--- src/rtl/sro_pkg.sv ---
package sro_pkg;

  typedef enum logic [1:0] {
    CMD_IDLE  = 2'd0,
    CMD_READ  = 2'd1,
    CMD_WRITE = 2'd2
  } cmd_e;

  // Turn the sampled select and write flag into a command.
  function automatic cmd_e decode_cmd(input logic ce, input logic we);
    if (!ce) return CMD_IDLE;
    if (we)  return CMD_WRITE;
    return CMD_READ;
  endfunction

  // Drive token: the final stage holds a read, or (late release) held one
  // on the previous cycle.
  function automatic logic drive_token(input logic final_rd,
                                       input logic prev_final_rd,
                                       input logic late);
    return final_rd | (late & prev_final_rd);
  endfunction

  // Word presented at the output: fresh array word in flow-through when the
  // input stage reads, otherwise the held word.
  function automatic logic [63:0] pick_word(input logic reg_mode,
                                            input logic s1_rd,
                                            input logic [63:0] fresh,
                                            input logic [63:0] held);
    return (!reg_mode && s1_rd) ? fresh : held;
  endfunction

endpackage

--- src/rtl/sro_cmd_stage.sv ---
module sro_cmd_stage
  import sro_pkg::*;
#(
  parameter int ADDR_W = 4
) (
  input  logic              clk,
  input  logic              rst_n,
  input  logic              chip_en,
  input  logic              wr_en,
  input  logic [ADDR_W-1:0] addr,
  output logic              wr_now,
  output logic              s1_read,
  output logic [ADDR_W-1:0] s1_addr
);

  cmd_e in_cmd;

  always_comb begin
    in_cmd = decode_cmd(chip_en, wr_en);
    wr_now = (in_cmd == CMD_WRITE);
  end

  always_ff @(posedge clk) begin
    if (!rst_n) begin
      s1_read <= 1'b0;
      s1_addr <= '0;
    end else begin
      s1_read <= (in_cmd == CMD_READ);
      s1_addr <= addr;
    end
  end

endmodule

--- src/rtl/sro_array.sv ---
module sro_array #(
  parameter int ADDR_W = 4,
  parameter int DATA_W = 16
) (
  input  logic              clk,
  input  logic              wr_now,
  input  logic [ADDR_W-1:0] wr_addr,
  input  logic [DATA_W-1:0] wdata,
  input  logic [ADDR_W-1:0] rd_addr,
  output logic [DATA_W-1:0] rd_word
);

  localparam int DEPTH = 1 << ADDR_W;

  logic [DATA_W-1:0] mem [DEPTH];

  always_ff @(posedge clk) begin
    if (wr_now) mem[wr_addr] <= wdata;
  end

  assign rd_word = mem[rd_addr];

endmodule

--- src/rtl/sro_out_path.sv ---
module sro_out_path
  import sro_pkg::*;
#(
  parameter int DATA_W = 16
) (
  input  logic              clk,
  input  logic              rst_n,
  input  logic              reg_out_mode,
  input  logic              s1_read,
  input  logic [DATA_W-1:0] rd_word,
  output logic              final_rd,
  output logic [DATA_W-1:0] final_data
);

  logic              s2_read;
  logic [DATA_W-1:0] held_word;
  logic [63:0]       fresh_w, held_w, pick_w;

  // Extra data stage: loads only when the input stage reads, so it also
  // serves as the hold register for the flow-through path.
  always_ff @(posedge clk) begin
    if (!rst_n) begin
      s2_read   <= 1'b0;
      held_word <= '0;
    end else begin
      s2_read <= s1_read;
      if (s1_read) held_word <= rd_word;
    end
  end

  always_comb begin
    fresh_w    = 64'(rd_word);
    held_w     = 64'(held_word);
    pick_w     = pick_word(reg_out_mode, s1_read, fresh_w, held_w);
    final_data = pick_w[DATA_W-1:0];
    final_rd   = reg_out_mode ? s2_read : s1_read;
  end

endmodule

--- src/rtl/sro_drive_ctl.sv ---
module sro_drive_ctl
  import sro_pkg::*;
(
  input  logic clk,
  input  logic rst_n,
  input  logic late_release,
  input  logic final_rd,
  input  logic out_en,
  output logic drive_tok,
  output logic dq_drive
);

  logic prev_final_rd;

  always_ff @(posedge clk) begin
    if (!rst_n) prev_final_rd <= 1'b0;
    else        prev_final_rd <= final_rd;
  end

  always_comb begin
    drive_tok = drive_token(final_rd, prev_final_rd, late_release);
    dq_drive  = drive_tok & out_en;
  end

endmodule

--- src/rtl/sro_read_out.sv ---
module sro_read_out
  import sro_pkg::*;
#(
  parameter int ADDR_W = 4,
  parameter int DATA_W = 16
) (
  input  logic              clk,
  input  logic              rst_n,
  input  logic              reg_out_mode,
  input  logic              late_release,
  input  logic              chip_en,
  input  logic              wr_en,
  input  logic [ADDR_W-1:0] addr,
  input  logic [DATA_W-1:0] wdata,
  input  logic              out_en,
  output logic [DATA_W-1:0] dq_out,
  output logic              dq_drive
);

  logic              wr_now;
  logic              s1_read;
  logic [ADDR_W-1:0] s1_addr;
  logic [DATA_W-1:0] rd_word;
  logic              final_rd;
  logic [DATA_W-1:0] final_data;
  logic              drive_tok;

  sro_cmd_stage #(.ADDR_W(ADDR_W)) u_cmd (
    .clk(clk), .rst_n(rst_n), .chip_en(chip_en), .wr_en(wr_en),
    .addr(addr), .wr_now(wr_now), .s1_read(s1_read), .s1_addr(s1_addr)
  );

  sro_array #(.ADDR_W(ADDR_W), .DATA_W(DATA_W)) u_mem (
    .clk(clk), .wr_now(wr_now), .wr_addr(addr), .wdata(wdata),
    .rd_addr(s1_addr), .rd_word(rd_word)
  );

  sro_out_path #(.DATA_W(DATA_W)) u_out (
    .clk(clk), .rst_n(rst_n), .reg_out_mode(reg_out_mode),
    .s1_read(s1_read), .rd_word(rd_word),
    .final_rd(final_rd), .final_data(final_data)
  );

  sro_drive_ctl u_drv (
    .clk(clk), .rst_n(rst_n), .late_release(late_release),
    .final_rd(final_rd), .out_en(out_en),
    .drive_tok(drive_tok), .dq_drive(dq_drive)
  );

  assign dq_out = final_data;

endmodule

--- config.mk ---
export PLATFORM = sky130hd
export DESIGN_NAME = sro_read_out
export DESIGN_NICKNAME = d
export VERILOG_FILES = /design/src/rtl/sro_pkg.sv /design/src/rtl/sro_cmd_stage.sv /design/src/rtl/sro_array.sv /design/src/rtl/sro_out_path.sv /design/src/rtl/sro_drive_ctl.sv /design/src/rtl/sro_read_out.sv
export SDC_FILE = /design/constraint.sdc
export NUM_CORES = 1
export LEC_CHECK = 0
export ABC_AREA = 1
export BUFFER_PORTS_ARGS = -buffer_cell sky130_fd_sc_hd__buf_4
export CORE_MARGIN = 3
export CORE_UTILIZATION = 50
export DETAILED_ROUTE_END_ITERATION = 10
export PLACE_DENSITY = 0.71
export SYNTH_ARGS = -nofsm -noshare
export SYNTH_HDL_FRONTEND = slang
export SYNTH_SLANG_ARGS = --single-unit
--- constraint.sdc ---
create_clock -name clk -period 2 [get_ports clk]
set_input_delay 0.2 -clock clk [delete_from_list [all_inputs] [get_ports clk]]
set_output_delay 0.2 -clock clk [all_outputs]
set_load 0.005 [all_outputs]
==> results of run 1 <==
[critical path, stage by stage (launching register included)]
cell	delay [ns]
dfxtp_4	0.42
buf_6	0.18
clkbuf_16	0.18
nand2_1	0.05
nand2_1	0.06
nand2_1	0.05
nand3_1	0.09
nand3_2	0.15
nand2_1	0.10
nand2_1	0.06
nand2_2	0.07
buf_4	0.11
[worst max-delay path by stage]
| stage | start | to | depth (start not counted) |
|---|---|---|---|
| finish | flip-flop | dq_out[8] | 11 |
| global route | flip-flop | dq_out[4] | 11 |
| CTS | flip-flop | dq_out[5] | 11 |
| detailed placement | flip-flop | dq_out[5] | 9 |
| global placement | flip-flop | dq_out[5] | 9 |
| floorplan | chip_en | u_mem.mem[4][0]$_DFFE_PP_ | 4 |
[repair_timing]
item,4_1_cts,5_1_grt
resized for setup,49,48
buffers inserted,7,1
hold buffers,28,0
endpoints found under the hold margin,250,0
setup endpoints to repair,16,17
gates cloned,7,6
pin swaps,11,8
[stage by stage]
stage               hold slack, ns  instances  worst slack [ns]
floorplan                    0.272       1209             0.444
detailed placement           0.372       1560             0.207
CTS                          0.394       1653            -0.246
global route                 0.431       1660            -0.347
finish                       0.409       1660            -0.286
global placement             0.365       1560             0.251
[state kept, by name (all words and copies together) (netlist names), named ones only]
signal / flops
u_out.s2_read: 1
u_out.held_word: 16
u_mem.mem: 256
u_drv.prev_final_rd: 1
u_cmd.s1_read: 1
[layout make-up]
class / count / area [um^2] / area share [%]
clock buffer: 37 / 786 / 5.28
clock inverter: 14 / 116 / 0.781
inverter: 160 / 619 / 4.16
multi-input combinational: 712 / 3240 / 21.8
sequential: 279 / 8160 / 54.8
tap: 319 / 399 / 2.68
timing repair buffer: 139 / 1570 / 10.6
[routing by layer]
metal  part of all wire, %  up-vias
met3                   9.0       55
met5                     0        -
met2                    48      392
met4                   2.3        0
li1                      -     4111
met1                    41     4078
[cells by family (layout without fill, tap and decap cells)]
| logic type | after synthesis | count (layout) | share of synthesized area, % |
|---|---|---|---|
| buffers and inverters | 218 | 350 | 7.98 |
| AND/OR/NAND/NOR | 711 | 711 | 24.1 |
| flip-flops | 279 | 279 | 67.9 |
| AO/OA/AOI/OAI | 1 | 1 | 0.0416 |
[cell usage in the layout, fill, tap and decap left out, types with 2 or more instances in the layout]
cell type	count
nand3_1	128
bufinv_16	2
dfxtp_4	2
clkinv_1	7
edfxtp_1	256
clkbuf_16	35
nand2_1	460
clkbuf_1	5
buf_4	79
clkinv_2	5
nor2_1	36
dlygate4sd3_1	28
buf_12	12
inv_1	156
buf_6	4
nand2_2	20
nor2_2	17
nand3_2	48
clkbuf_8	3
buf_16	9
dfxtp_1	20
[power groups by stage]
stage                     logic, mW  clock network [mW]  registers, mW
after global routing           1.19                5.42           6.49
after global placement        0.828                   0           6.60
after detailed placement      0.842                   0           6.60
after CTS                      1.01                5.17           6.48
after floorplan               0.498                   0           6.59
final                          1.10                5.13           6.48
==> impl_results.md, run 1 <==
* Status: finished, violations left
* Failing checks: negative setup slack
* Clk buf depth at 3
* Number of setup violations in the final report at 16
* Min-Delay Startpoint: chip_en
* Drc violations at 0
* Vias in the first global route at 8253
* Largest net degree at the start of global routing at 43
* Yosys warnings at 0
* Post-Route WL at 31600 um
* HPWL after DPL at 17500 um
* Antenna Violating Nets Remaining at 0
* Reg-to-Reg End: u_out.held_word[0]$_SDFFE_PN0P_
* Worst vdd ir at 0.000647 V
* Combinational Power Share at 8.7%
* Slew Limit Headroom at 61.1%
* Clock power frac at 40.3%
* Hold Path Depth at 4
* First-pass GRT wire length at 46800 um
* Sw power at 2.83 mW
* Post-Syn Instances at 1209
* Met2 usage at 38.7%
* Height of the die at 161 um
* Max Freq at 437 MHz
* Inserted Clock Buffers at 29
* Max Cap Violations at 0
* Crit Path Class: flip-flop to output pin
* Worst-path maximum fanout at 11
* FILL cells at 1815
* Worst Slack Setup Final at -0.286 ns
* Switch share at 22.3%
* Crit path launch type: flip-flop
* Internal power at 9.88 mW
* Asr flop ratio synth at 0%
* WP data required at 1.80 ns
* Top cells by area, synth: edfxtp_1 (64%), nand2_1 (15%), nand3_1 (7.4%)
* Met3 usage at 3.74%
* Vias/cell at 5.20
* Row count at 56
* CTS Sinks at 279
* Number of H-tree levels at 1
* Area after DPL at 12900 um^2
* Root Driver: clkbuf_16
* Post-synth top cells: nand2_1 (480), edfxtp_1 (256), nand3_1 (177)
* Number of synthesized register bits at 279
* Slew Viols, Final at 0
* Hold Vio Cnt, Final at 0
* Core footprint at 23500 um^2
* Tmin final at 2.29 ns
* Routed len/inst at 19.0 um
* Internal reg-to-reg setup slack at 0.29 ns
* RSZ-0062 raised after global routing: yes
* Setup TNS at -3.76 ns
* # diodes at 0
* First-pass DRT Iterations at 5
* Placer Congestion at 0.816
* Starting Density at 51.0%
* CTS tree: built
* EDFF count, synth at 256
* Avg Cell Area, Syn at 9.93 um^2
* Clock transition at path regs at 0.06 ns
* Hold Crit Endpoint: u_cmd.s1_read$_SDFF_PN0_
* IO Pins at 44
* Sequential share of power at 51.0%
* Via count at 8636
* Area growth, synth to finish at 24.0%
* Most common cell in the synthesized netlist: nand2_1
* Port bufs at 43
* Die width at 161 um
* Die area at 25900 um^2
* Power per cell area at 854 nW/um^2
* R2r worst-path depth at 13
* Busiest grt layer: met2
* Synth cell types at 16
* Nets at 1348
* Worst Path Arrival at 2.09 ns
* LEAKAGE at 6.44 nW
* Fin crit share at 114%
* M1 GR Usage at 32.9%
* Total GRT Usage at 23.5%
* Main flop type after synthesis: edfxtp_1
* Gr ovfl total at 0
* Area leader, netlist: edfxtp_1
* Design area at 14900 um^2
* Register area share after synthesis at 67.9%
* CP Capture Type: output pin
* Worst hold path type: primary input to flip-flop
* Cell Area, Synth at 12000 um^2
* Clk_skew at 0.0231 ns
* Ratio of cells with drive above 1 in the final layout at 18.1%
* Post-synth net total at 1236
* Antenna violations before repair at 0
* Total Power at 12.7 mW
* Util after Layout at 63.3%
* DR iter-0 viols at 1018
* Post-synth top area share at 64.0%
* Clock latency on the worst-skew pair at 0.55 ns
* Measured slew at the worst slew-check pin at 0.583 ns
No activity file was read; power rests on OpenSTA's default activity.
==> run 2: changes to the inputs <==
--- a/config.mk
+++ b/config.mk
@@ -5,10 +5,10 @@
 export SDC_FILE = /design/constraint.sdc
 export NUM_CORES = 1
 export LEC_CHECK = 0
-export ABC_AREA = 1
 export BUFFER_PORTS_ARGS = -buffer_cell sky130_fd_sc_hd__buf_4
 export CORE_MARGIN = 3
 export CORE_UTILIZATION = 50
+export CTS_CLUSTER_DIAMETER = 50
 export DETAILED_ROUTE_END_ITERATION = 10
 export PLACE_DENSITY = 0.71
 export SYNTH_ARGS = -nofsm -noshare
==> run 2 against run 1 <==
Effect of this change: the flow still finishes with violations (negative setup slack); combinational power is 16% lower; clock skew decreased by 0.0022 ns; count of clock-buffer cells in the layout fell by 2; synthesized area decreased by 10%; cell count down 40%; wire length fell by 23%; cell area decreased by 9.0%; worst setup slack got worse by 0.47 ns; global-route usage is 2.6 points lower; register-to-register slack worse by 0.36 ns; worst hold slack got worse by 0.37 ns; critical path type unchanged; critical endpoint is now dq_out[11]; largest power group unchanged; highest routed layer unchanged.
==> impl_results.md, run 2 <==
* Clk_skew at 0.0209 ns
* Crit Path Class: flip-flop to output pin
* Ratio of cells with drive above 1 in the final layout at 36.9%
* Status: finished, violations left
* Die area at 23400 um^2
* Register area share after synthesis at 75.6%
* Measured slew at the worst slew-check pin at 0.731 ns
* Area leader, netlist: edfxtp_1
* DR iter-0 viols at 578
* Worst-path maximum fanout at 5
* Failing checks: negative setup slack
* Vias in the first global route at 6142
* Synth cell types at 27
* Placer Congestion at 0.774
* Worst Slack Setup Final at -0.753 ns
* Via count at 5891
* First-pass GRT wire length at 37100 um
* Commonest non-fill, non-tap cell in the layout: edfxtp_1
* Row count at 53
* Post-Syn Instances at 563
* Port bufs at 43
* R2r worst-path depth at 8
* Drc violations at 0
* Number of setup violations in the final report at 19
* Number of H-tree levels at 1
* Inserted Clock Buffers at 29
* Internal reg-to-reg setup slack at -0.07 ns
* Area occupied by multi-input gates at 2690 um^2
* Worst slack, placed at -0.431 ns
* Largest net degree at the start of global routing at 34
* Tmin final at 2.75 ns
* Post-synth top area share at 71.3%
* Max Cap Violations at 0
* CTS Sinks at 279
* Clock transition at path regs at 0.06 ns
* Starting Density at 51.1%
* Commonest non-fill, non-tap cells in the layout: edfxtp_1 (256), buf_4 (96), mux4_2 (48)
* Top cells by area, synth: edfxtp_1 (71%), mux4_2 (10%), dfxtp_1 (4.3%)
* Avg Cell Area, Syn at 19.1 um^2
* Fin crit share at 138%
* Power per cell area at 961 nW/um^2
* Asr flop ratio synth at 0%
* # diodes at 0
* Inst Count DP at 899
* Clock latency on the worst-skew pair at 0.55 ns
* Max Freq at 363 MHz
* EDFF count, synth at 256
* Worst vdd ir at 0.000465 V
* IO Pins at 44
* Crit path launch type: flip-flop
* LEAKAGE at 4.57 nW
* Post-synth top cells: edfxtp_1 (256), mux4_2 (48), mux2i_1 (32)
* Yosys warnings at 0
* HPWL after DPL at 13800 um
* WP data required at 1.80 ns
* Vias/cell at 5.88
* Cell Area, Synth at 10800 um^2
* Root Driver: clkbuf_16
* Height of the die at 153 um
* Worst hold path type: primary input to flip-flop
* Number of flip-flops in the largest register at 256
* RSZ-0062 raised after global routing: yes
* First-pass DRT Iterations at 5
* Slew Viols, Final at 0
* Hold Vio Cnt, Final at 0
* Setup TNS at -11.33 ns
* Reg-to-Reg End: u_out.held_word[6]$_SDFFE_PN0P_
* Antenna Violating Nets Remaining at 0
* Number of synthesized register bits at 279
* Clk buf depth at 3
* Core footprint at 21100 um^2
* Largest Register: u_mem.mem
* Die width at 153 um
* Worst Path Arrival at 2.55 ns
* Non-Filler Instances at 1002
* Gr ovfl total at 0
* Nets at 732
* FILL cells at 1402
* Most common cell in the synthesized netlist: edfxtp_1
* Post-Route WL at 24500 um
* Crit path to: dq_out[11]
* Antenna violations before repair at 0
* Main flop type after synthesis: edfxtp_1
* Total GRT Usage at 20.9%
* CP Capture Type: output pin
* Biggest regs: u_mem.mem: 256 flops, u_out.held_word: 16 flops
* Area growth, synth to finish at 25.7%
* Seq. cell area at 8150 um^2
* Routed len/inst at 24.4 um
* CTS tree: built
* Slew Limit Headroom at 51.2%
* Post-synth net total at 590
==> run 2: changes by cell type in the layout (fill, tap and decap cells not counted), moves of 15 or more <==
cell     change
nor2_1      -23
nor2_2      -15
nand2_1    -439
nand2_2     -20
mux4_2      +48
buf_4       +17
mux2i_1     +32
nand3_1    -125
nand3_2     -48
o21ai_0     +16
inv_1      -156
==> run 2: cell families (layout without fill, tap and decap cells) <==
family          after synthesis  count (layout)  share of synthesized area, %
buf+inv                      33             197                          1.69
mux                          96              96                          14.7
compound gates               82              82                          4.71
flops                       279             279                          75.6
simple gates                 73              73                          3.34
==> run 2: area by class of cell <==
cell class,instances,share of cell area [%]
Sequential cell,279,60.1
Multi-Input combinational cell,251,19.9
Timing Repair Buffer,144,10.0
Clock buffer,35,5.52
Tap cell,275,2.54
Clock inverter,18,1.88
==> run 2: critical path, cell delays in order (launching register included) <==
cell and delay, ns:
dfxtp_4 0.40, buf_6 0.13, buf_8 0.12, mux4_2 0.50, mux2_4 0.28, a22oi_2 0.23, buf_6 0.15, o21ai_2 0.05
buf_4 0.14
==> run 2: how the worst min path moves through the flow <==
stage	slack (ns)	endpoint	startpoint	cells past startpoint
floorplan	0.27	u_cmd.s1_read$_SDFF_PN0_	wr_en	1
global placement	0.45	flip-flop	addr[3]	2
detailed placement	0.45	flip-flop	addr[3]	2
CTS	0.01	u_out.held_word[1]$_SDFFE_PN0P_	rst_n	3
global route	0.03	u_out.held_word[4]$_SDFFE_PN0P_	rst_n	3
finish	0.04	u_out.held_word[4]$_SDFFE_PN0P_	rst_n	3
==> run 2: report_power, final <==
part | total (mW) | switching (mW) | leakage [nW] | internal [mW]
registers | 6.48 | 0.0308 | 2.50 | 6.45
logic | 0.928 | 0.454 | 1.58 | 0.474
clock network | 5.61 | 2.17 | 0.485 | 3.44
==> run 2: what timing repair did <==
item / CTS / global route
hold buffers: 23 / 0
pin swaps: 11 / 13
resized for setup: 39 / 32
endpoints found under the hold margin: 262 / 0
gates cloned: 2 / 0
buffers inserted: 20 / 8
endpoints found under the setup margin: 25 / 29
==> run 2: routing by layer <==
metal | vias to the layer above | GRT usage (%) | part of all wire [%]
li1 | 2574 | - | -
met1 | 3015 | 29.8 | 42
met2 | 255 | 33.5 | 49
met3 | 47 | 3.85 | 6.6
met4 | 0 | 6.24 | 2.8
met5 | - | 0 | 0
==> run 2: per-stage QoR <==
stage	util, %	hold WS (ns)	total power [mW]	cell area [um^2]
2_1_floorplan	-	0.272	6.98	10800
3_3_place_gp	55.8	0.447	7.30	11800
3_5_place_dp	55.8	0.450	7.33	11800
4_1_cts	63.6	0.0101	13.0	13400
5_1_grt	64.3	0.0316	13.4	13600
6_report	64.3	0.0392	13.0	13600
==> run 3: changes to the inputs <==
--- a/config.mk
+++ b/config.mk
@@ -10,7 +10,9 @@
 export CORE_UTILIZATION = 50
 export CTS_CLUSTER_DIAMETER = 50
 export DETAILED_ROUTE_END_ITERATION = 10
-export PLACE_DENSITY = 0.71
+export MAX_ROUTING_LAYER = met4
+export PLACE_DENSITY = 0.67
+export RECOVER_POWER = 100
 export SYNTH_ARGS = -nofsm -noshare
 export SYNTH_HDL_FRONTEND = slang
 export SYNTH_SLANG_ARGS = --single-unit
==> run 3 against run 2 <==
Effect of this change: the run still ends with negative setup slack left; critical path depth decreased by 1; critical endpoint is now dq_out[2]; flip-flop and latch count unchanged; largest power group unchanged; clock skew shrank 0.011 ns; worst setup slack gained 0.037 ns; worst hold slack worse by 0.0038 ns; via count increased by 0.39%; cell area shrank 1.7%; die area is the same; combinational power down 3.1%; first-iteration DRC count is 8.0% higher; non-clock buffer count is 4 lower.
==> impl_results.md, run 3 (same netlist as run 2, synthesis figures left out) <==
* Status: finished, violations left
* Failing checks: negative setup slack
* Root Driver: clkbuf_16
* Worst slack, placed at -0.293 ns
* Clk buf depth at 3
* Number of H-tree levels at 1
* Slowest cell on crit path: mux4_2
* Routed len/inst at 24.7 um
* Port bufs at 43
* CP max stage delay at 0.51 ns
* Min-Delay Startpoint: reg_out_mode
* Clock transition at path regs at 0.06 ns
* HPWL after DPL at 15500 um
* Hold slack at 0.0354 ns
* Hold Crit Endpoint: u_drv.prev_final_rd$_SDFF_PN0_
* Largest net degree at the start of global routing at 37
* Area after DPL at 11800 um^2
* Design area at 13300 um^2
* Inserted Clock Buffers at 31
* Gr ovfl total at 0
* FILL cells at 1440
* Max Cap Violations at 0
* DR iter-0 viols at 624
* CP Capture Type: output pin
* Total Power at 12.5 mW
* Measured slew at the worst slew-check pin at 1.25 ns
* Area growth, synth to finish at 23.6%
* RSZ-0062 raised after global routing: yes
* Worst-path maximum fanout at 6
* Tmin final at 2.72 ns
* Die width at 153 um
* Antenna violations before repair at 0
* Seq. cell area at 8150 um^2
* Internal reg-to-reg setup slack at -0.14 ns
* Reg-to-Reg End: u_out.held_word[13]$_SDFFE_PN0P_
* # diodes at 0
* Crit path launch type: flip-flop
* Worst vdd ir at 0.000766 V
* Starting Density at 51.1%
* Commonest non-fill, non-tap cells in the layout: edfxtp_1 (256), mux4_2 (48), buf_4 (43)
* Clk_skew at 0.0104 ns
* Via count at 5914
* Area occupied by multi-input gates at 2720 um^2
* IO Pins at 44
* WP data required at 1.80 ns
* LEAKAGE at 4.39 nW
* Worst-path cell chain: buf_6 > buf_12 > mux4_2 > mux2_4 > a32oi_4 > o21ai_2 > buf_4
* Die area at 23400 um^2
* Nets at 730
* Height of the die at 153 um
* Slew Viols, Final at 0
* Vias in the first global route at 5925
* Hold Path Depth at 3
* Crit Path Class: flip-flop to output pin
* CP Buf/Inv Count at 3
* Hold Vio Cnt, Final at 0
* Placer Congestion at 0.847
* Worst Path Arrival at 2.52 ns
* R2r worst-path depth at 8
* First-pass DRT Iterations at 5
* Antenna Violating Nets Remaining at 0
* Biggest regs: u_mem.mem: 256 flops, u_out.held_word: 16 flops
* Number of flip-flops in the largest register at 256
* Clock latency on the worst-skew pair at 0.54 ns
* Row count at 53
* Power per cell area at 934 nW/um^2
* Slew Limit Headroom at 16.9%
* Worst hold path type: primary input to flip-flop
* Commonest non-fill, non-tap cell in the layout: edfxtp_1
* Post-Route WL at 24700 um
* Ratio of cells with drive above 1 in the final layout at 31.8%
* CTS Sinks at 279
* Critical path's top delay family: multiplexers
* Total GRT Usage at 21.6%
* Largest Register: u_mem.mem
* Drc violations at 0
* Fin crit share at 136%
* Number of setup violations in the final report at 21
* Max Freq at 368 MHz
* Worst Slack Setup Final at -0.716 ns
* First-pass GRT wire length at 37100 um
* CTS tree: built
* Core footprint at 21100 um^2
* Vias/cell at 5.91
[run 3: cell types whose count changed in the layout (fill, tap and decap cells not counted), moves of 3 or more]
cell       previous run  this run
buf_4                96        43
nor3_1                0         4
clkbuf_16            29        32
inv_6                 2         5
nor3_2                4         0
bufinv_16             6         0
clkbuf_2              0        16
clkinv_4              0         3
clkbuf_1              6        41
buf_16                1         4
[run 3: layout make-up]
cell class              count  share of cell area (%)
multi-input cells         251                    20.4
clock buffers              39                    6.05
clock inverters            17                   0.817
repair buffers            140                    8.95
flip-flops and latches    279                    61.2
well taps                 275                    2.58
[run 3: power breakdown]
part / internal, mW / leakage (nW) / switching [mW]
Sequential: 6.45 / 2.50 / 0.0304
Clock: 2.87 / 0.450 / 2.20
Combinational: 0.439 / 1.45 / 0.460
[run 3: worst max path at each step]
| stage | endpoint | slack [ns] | cells after the start |
|---|---|---|---|
| after detailed placement | dq_out[2] | -0.29 | 7 |
| after global routing | dq_out[11] | -0.77 | 7 |
| after floorplan | u_mem.mem[4][0]$_DFFE_PP_ | 0.01 | 2 |
| final | dq_out[2] | -0.72 | 7 |
| after CTS | dq_out[2] | -0.73 | 7 |
| after global placement | dq_out[2] | -0.27 | 6 |
[run 3: worst min-delay path: stages]
cell,delay [ns]
buf_4,0.09
a21boi_0,0.11
nor2b_1,0.13
[run 3: repair_timing]
| action | in CTS | in global routing |
|---|---|---|
| pin swaps | 18 | 11 |
| endpoints found under the hold margin | 260 | 0 |
| cloned | 4 | 1 |
| hold buffers | 21 | 0 |
| setup endpoints to repair | 27 | 24 |
| buffers inserted | 15 | 6 |
| resized for setup | 58 | 23 |
[run 3: per-layer routing]
metal	routed length [um]	GRT usage (%)	vias to the layer above
met5	0	-	-
met4	646	5.81	0
met3	2050	5.10	53
met2	11400	31.8	253
met1	10600	31.0	3036
li1	-	-	2572
[run 3: stage by stage]
stage / instances / setup TNS, ns / utilization (%)
2_1_floorplan: 563 / 0 / -
3_3_place_gp: 907 / -2.83 / 55.9
3_5_place_dp: 907 / -3.31 / 55.9
4_1_cts: 995 / -10.56 / 63.4
5_1_grt: 1001 / -12.89 / 63.2
6_report: 1001 / -10.81 / 63.2
